<file path="src/rtl/prio_irq_pkg.sv">
package prio_irq_pkg;
  parameter int unsigned DEF_DEVS      = 8;
  parameter int unsigned DEF_STK_DEPTH = 8;
  parameter int unsigned DEF_BASE_W    = 5;
  parameter logic [4:0]  DEF_VEC_BASE  = 5'h15;

  typedef enum logic [1:0] {
    LV_HOLD   = 2'd0,
    LV_RAISE  = 2'd1,
    LV_RETURN = 2'd2
  } lvl_op_e;
endpackage

</file>
<file path="src/rtl/prio_pick.sv">
module prio_pick #(
  parameter int unsigned DEVS  = 8,
  parameter int unsigned LVL_W = 4,
  parameter int unsigned IDX_W = 3
) (
  input  logic [DEVS-1:0]  req,
  input  logic [LVL_W-1:0] level,
  output logic             found,
  output logic [IDX_W-1:0] idx
);
  logic [DEVS-1:0] elig;

  // A device is eligible only when its rank (index + 1) beats the running level.
  generate
    for (genvar g = 0; g < DEVS; g++) begin : g_elig
      assign elig[g] = req[g] && (LVL_W'(g + 1) > level);
    end
  endgenerate

  // Ascending scan: a later (higher-index) hit overrides an earlier one.
  always_comb begin
    found = 1'b0;
    idx   = '0;
    for (int i = 0; i < DEVS; i++) begin
      if (elig[i]) begin
        found = 1'b1;
        idx   = IDX_W'(i);
      end
    end
  end
endmodule

</file>
<file path="src/rtl/prio_stack.sv">
module prio_stack #(
  parameter int unsigned DEPTH = 8,
  parameter int unsigned LVL_W = 4
) (
  input  logic             clk,
  input  logic             rst_n,
  input  logic             push,
  input  logic             pop,
  input  logic [LVL_W-1:0] din,
  output logic [LVL_W-1:0] top,
  output logic             empty,
  output logic             fault
);
  localparam int unsigned CNT_W = $clog2(DEPTH + 1);

  logic [LVL_W-1:0] mem [DEPTH];
  logic [CNT_W-1:0] cnt;
  logic             full;

  assign empty = (cnt == '0);
  assign full  = (cnt == CNT_W'(DEPTH));
  assign top   = empty ? '0 : mem[cnt - 1'b1];

  always_ff @(posedge clk) begin
    if (!rst_n) begin
      cnt   <= '0;
      fault <= 1'b0;
    end else if (push) begin
      if (full) fault <= 1'b1;
      else begin
        mem[cnt] <= din;
        cnt      <= cnt + 1'b1;
      end
    end else if (pop) begin
      if (empty) fault <= 1'b1;
      else       cnt   <= cnt - 1'b1;
    end
  end

  p_fault_sticky_r8: assert property (@(posedge clk) disable iff (!rst_n)
    fault |=> fault);
  p_underflow_flags_r8: assert property (@(posedge clk) disable iff (!rst_n)
    (pop && !push && empty) |=> fault);
  p_no_push_with_pop_r7: assert property (@(posedge clk) disable iff (!rst_n)
    !(push && pop));
endmodule

</file>
<file path="src/rtl/prio_irq_arbiter.sv">
module prio_irq_arbiter
  import prio_irq_pkg::*;
#(
  parameter int unsigned DEVS      = DEF_DEVS,
  parameter int unsigned STK_DEPTH = DEF_STK_DEPTH,
  parameter int unsigned BASE_W    = DEF_BASE_W,
  parameter logic [BASE_W-1:0] VEC_BASE = DEF_VEC_BASE,
  localparam int unsigned IDX_W = (DEVS > 1) ? $clog2(DEVS) : 1,
  localparam int unsigned LVL_W = $clog2(DEVS + 1),
  localparam int unsigned VEC_W = BASE_W + IDX_W
) (
  input  logic             clk,
  input  logic             rst_n,
  input  logic [DEVS-1:0]  irq_req,
  input  logic             glob_en,
  input  logic             rti,
  output logic [DEVS-1:0]  ack,
  output logic             vec_valid,
  output logic [VEC_W-1:0] vec_code,
  output logic [LVL_W-1:0] cur_level,
  output logic             stk_fault
);
  logic             found;
  logic [IDX_W-1:0] win_idx;
  logic             accept;
  logic [LVL_W-1:0] stk_top;
  logic             stk_empty;
  lvl_op_e          op;

  prio_pick #(.DEVS(DEVS), .LVL_W(LVL_W), .IDX_W(IDX_W)) u_pick (
    .req   (irq_req),
    .level (cur_level),
    .found (found),
    .idx   (win_idx)
  );

  // A return strobe takes the cycle: no acceptance alongside a pop.
  assign accept = glob_en && !rti && found;

  always_comb begin
    if (accept)   op = LV_RAISE;
    else if (rti) op = LV_RETURN;
    else          op = LV_HOLD;
  end

  prio_stack #(.DEPTH(STK_DEPTH), .LVL_W(LVL_W)) u_stack (
    .clk   (clk),
    .rst_n (rst_n),
    .push  (op == LV_RAISE),
    .pop   (op == LV_RETURN),
    .din   (cur_level),
    .top   (stk_top),
    .empty (stk_empty),
    .fault (stk_fault)
  );

  always_ff @(posedge clk) begin
    if (!rst_n) begin
      cur_level <= '0;
      ack       <= '0;
      vec_valid <= 1'b0;
      vec_code  <= '0;
    end else begin
      ack       <= '0;
      vec_valid <= 1'b0;
      unique case (op)
        LV_RAISE: begin
          cur_level    <= LVL_W'(win_idx) + 1'b1;
          ack[win_idx] <= 1'b1;
          vec_valid    <= 1'b1;
          vec_code     <= {VEC_BASE, win_idx};
        end
        LV_RETURN: cur_level <= stk_empty ? '0 : stk_top;
        default: ;
      endcase
    end
  end

  p_raise_outranks_r1: assert property (@(posedge clk) disable iff (!rst_n)
    vec_valid |-> cur_level > $past(cur_level));
  p_level_is_rank_r2: assert property (@(posedge clk) disable iff (!rst_n)
    vec_valid |-> cur_level == LVL_W'(vec_code[IDX_W-1:0]) + 1'b1);
  p_vec_base_r4: assert property (@(posedge clk) disable iff (!rst_n)
    vec_valid |-> vec_code[VEC_W-1:IDX_W] == VEC_BASE);
  p_ack_single_r5: assert property (@(posedge clk) disable iff (!rst_n)
    vec_valid |-> $countones(ack) == 1);
  p_ack_quiet_r5: assert property (@(posedge clk) disable iff (!rst_n)
    !vec_valid |-> ack == '0);
  p_disabled_blocks_r6: assert property (@(posedge clk) disable iff (!rst_n)
    !glob_en |=> !vec_valid);
  p_return_no_accept_r7: assert property (@(posedge clk) disable iff (!rst_n)
    rti |=> !vec_valid && cur_level <= $past(cur_level));
endmodule

</file>
<file path="config.mk">
export PLATFORM = sky130hd
export DESIGN_NAME = prio_irq_arbiter
export DESIGN_NICKNAME = d
export VERILOG_FILES = /design/src/rtl/prio_irq_pkg.sv /design/src/rtl/prio_pick.sv /design/src/rtl/prio_stack.sv /design/src/rtl/prio_irq_arbiter.sv
export SDC_FILE = /design/constraint.sdc
export NUM_CORES = 1
export LEC_CHECK = 0
export BUFFER_PORTS_ARGS = -buffer_cell sky130_fd_sc_hd__buf_2
export CORE_MARGIN = 2
export CORE_UTILIZATION = 30
export DETAILED_ROUTE_END_ITERATION = 8
export PLACE_DENSITY = 0.43
export SLEW_MARGIN = 20
export SYNTH_ARGS = -nofsm -noshare
export SYNTH_HDL_FRONTEND = slang
export SYNTH_SLANG_ARGS = --single-unit
export TNS_END_PERCENT = 50
</file>
<file path="constraint.sdc">
create_clock -name clk -period 2.7 [get_ports clk]
set_input_delay 0 -clock clk [delete_from_list [all_inputs] [get_ports clk]]
set_output_delay 0 -clock clk [all_outputs]
set_load 0.005 [all_outputs]
</file>
==> summary.md <==
| Metric | Value |
|---|---|
| Outcome | `completed` |
| Fraction of power consumed by combinational cells | `41.6%` |
| Most common cell after layout, fill and taps aside | `edfxtp_1` |
| Placed insts | `351` |
| Worst r2r src | `cur_level[2]` |
| H-Tree Depth | `2` |
| Count of warnings emitted by yosys | `0` |
| Hold path cells | `3` |
| Crit Path Max Fanout | `16` |
| Fin nets | `270` |
| Hold_sp | `glob_en` |
| Met1 usage | `20.6%` |
| Post-Layout Cell Count | `361` |
| Rows | `33` |
| Antenna Cells | `0` |
| Met3 usage | `2.66%` |
| Largest net degree at the start of global routing | `21` |
| Sequential share of power | `38.4%` |
| Pre-CTS WS | `0.291 ns` |
| Skew-Pair Late Insertion Delay | `0.31 ns` |
| Final Setup Violations | `0` |
| Cell count after synthesis | `215` |
| Internal power | `1.76 mW` |
| Worst Hold End | `cur_level[2]` |
| CP Cell Sequence | `o21ai_0, a21oi_2, a21oi_2, nor3b_1, dlygate4sd3_1` |
| CP Data Required Time | `2.91 ns` |
| Period utilization | `88.9%` |
| Post-synth top flop | `edfxtp_1` |
| Crit Path Category | `reg2reg` |
| Hold WS | `0.0809 ns` |
| I/O Pins | `34` |
| Core area | `0.00818 mm^2` |
| All-Layer GR Usage | `14.5%` |
| Clock network fraction of total power | `20.1%` |
| Final Wtd Congestion | `0.754` |
| Max-cap viol count | `0` |
| Clk buf depth | `2` |
| RSZ-0062 raised after global routing | `no` |
| Vias in the first global route | `1803` |
| Worst VDD drop | `0.000251 V` |
| Pre-antenna DRT Iters | `4` |
| Die Span X | `95.8 um` |
| DRT Wirelength | `5980 um` |
| CTS tree | `done` |
| CTS Sinks | `54` |
| RR Endpoint | `ack[6]` |
| PwrDens | `943 mW/mm^2` |
| Leak | `1.11 nW` |
| Via count | `1805` |
| Sw Ratio | `37.0%` |
| Fin Clk Skew | `0.00645 ns` |
| Seq cells post-synth | `54` |
| Startpoint type of the worst setup path | `flop` |
| Antenna violations before repair | `0` |
| Synth Area per Inst | `11.8 um^2` |
| GRT Residual Overflow | `0` |
| Async S/R FF share, synth | `0%` |
| Max-slew violation count | `0` |
| Global-route wire length before repair | `9780 um` |
| R2R Setup Slk | `0.30 ns` |
| Crit path buf inv count | `1` |
| Worst EP arrival | `2.61 ns` |
| Post-DR wirelength/cell | `16.6 um` |
| Initial Utilization | `30.9%` |
| Port Buffers | `31` |
| CTS Buf Count | `5` |
| DR DRC count | `0` |
| Full die area | `0.00918 mm^2` |
| Top delay family on crit path | `compound AO/OA/AOI/OAI gates` |
| Post-CTS setup buffers | `0` |
| Distinct cell type count after synthesis | `52` |
| DRT iter0 DRCs | `246` |
| GRT busiest layer | `met2` |
| Setup TNS | `0 ns` |
| Crit path depth | `5` |
| Area Overhead vs Synth | `16.9%` |
| Psw | `1.03 mW` |
| Clock-pin slew on the worst setup and hold paths | `0.10 ns` |
| Ratio of cells with drive above 1 in the final layout | `27.3%` |
| Final setup margin | `0.299 ns` |
| Final-report hold violation count | `0` |
| Met2 Use GR | `22.4%` |
| Max Freq | `0.417 GHz` |
| Post-synthesis sequential area ratio | `55.4%` |
| Commonest non-fill, non-tap cells in the layout | `32 x edfxtp_1, 31 x buf_2, 27 x nor2_1` |
| Hold Crit Class | `in2reg` |
| Via density | `5.00` |
| Rel. slew slack | `65.4%` |
| Post-synth EDFFs | `32` |
| Worst Reg-to-Reg Cells | `5` |
| Crit path largest cell delay | `0.66 ns` |
| Worst-margin pin slew | `0.518 ns` |
| Util after Layout | `36.2%` |
| DRT antenna net count | `0` |
| Final worst path period need | `2.40 ns` |
| Worst setup EP type | `flop` |
| Synth Cell Area | `0.00253 mm^2` |
| Clock tree root buffer cell | `clkbuf_8` |
| HPWL after DPL | `4230 um` |
| Crit-path slowest cell | `dfxtp_1` |
| Most common cell on crit path | `a21oi_2` |
| Die H | `95.8 um` |
power groups by stage:
| stage | combinational [mW] | sequential [mW] | clock (mW) |
|---|---|---|---|
| 2_1_floorplan | 0.806 | 1.09 | 0 |
| 3_3_place_gp | 1.17 | 1.09 | 0 |
| 3_5_place_dp | 1.15 | 1.09 | 0 |
| 4_1_cts | 1.16 | 1.07 | 0.582 |
| 5_1_grt | 1.29 | 1.09 | 0.617 |
| 6_report | 1.16 | 1.07 | 0.560 |
cells by family after synthesis:
group	share of synthesized area [%]
buf+inv	4.30
other cells	0.148
fa+ha+maj	1.48
compound gates	11.9
xor+xnor	1.04
mux	9.15
simple gates	16.6
flops	55.4
registers in the layout, indices dropped and copies added (netlist names):
signal and cells:
u_stack.fault 1, cur_level 4, vec_code 4, u_stack.cnt 4
u_stack.mem 32, ack 8, vec_valid 1
worst max-delay path by stage:
stage,to,from
finish,ack[6],cur_level[2]
global route,ack[6],cur_level[2]
CTS,u_stack.mem[2][2],cur_level[2]
detailed placement,u_stack.mem[2][0],cur_level[2]
global placement,cur_level[2],cur_level[2]
floorplan,cur_level[0],u_stack.cnt[0]
metrics by stage:
step / power [mW] / area (um^2)
2_1_floorplan: 1.90 / 2530
3_5_place_dp: 2.24 / 2820
5_1_grt: 2.99 / 2960
4_1_cts: 2.82 / 2960
6_report: 2.79 / 2960
3_3_place_gp: 2.26 / 2820
worst reg2reg max path: stages (launching register included):
cell           delay [ns]
dfxtp_1              0.66
o21ai_0              0.32
a21oi_2              0.42
a21oi_2              0.19
nor3b_1              0.17
dlygate4sd3_1        0.55
synth_stat cells (all sizes together) (4+ instances only):
cell    number  area, um^2
edfxtp      32         961
nor2        27         101
dfxtp       22         440
nand2       19        78.8
o21ai       15        78.8
buf          9        70.1
mux4         8         180
nor3         8        45.0
a221oi       4        35.0
and2         4        26.3
inv          4        15.0
mux2i        4        40.0
nor2b        4        25.0
layer usage:
layer | wire (um) | up-vias
met3 | 309 | 6
met5 | 0 | -
li1 | - | 876
met2 | 2700 | 47
met1 | 2890 | 876
met4 | 78 | 0
timing repair:
| action | 4_1_cts | 5_1_grt |
|---|---|---|
| resized for setup | 0 | 0 |
| hold endpoints to repair | 2 | 0 |
| hold buffers | 2 | 0 |
layout make-up:
cell class	count	area, um^2
Tap cell	105	131
Fill cell	869	5220
Multi-Input combinational cell	144	1020
Timing Repair Buffer	45	265
Clock inverter	3	47.5
Clock buffer	5	68.8
Sequential cell	54	1400
Inverter	5	18.8
Note: power is estimated with default switching activity, not from simulation.
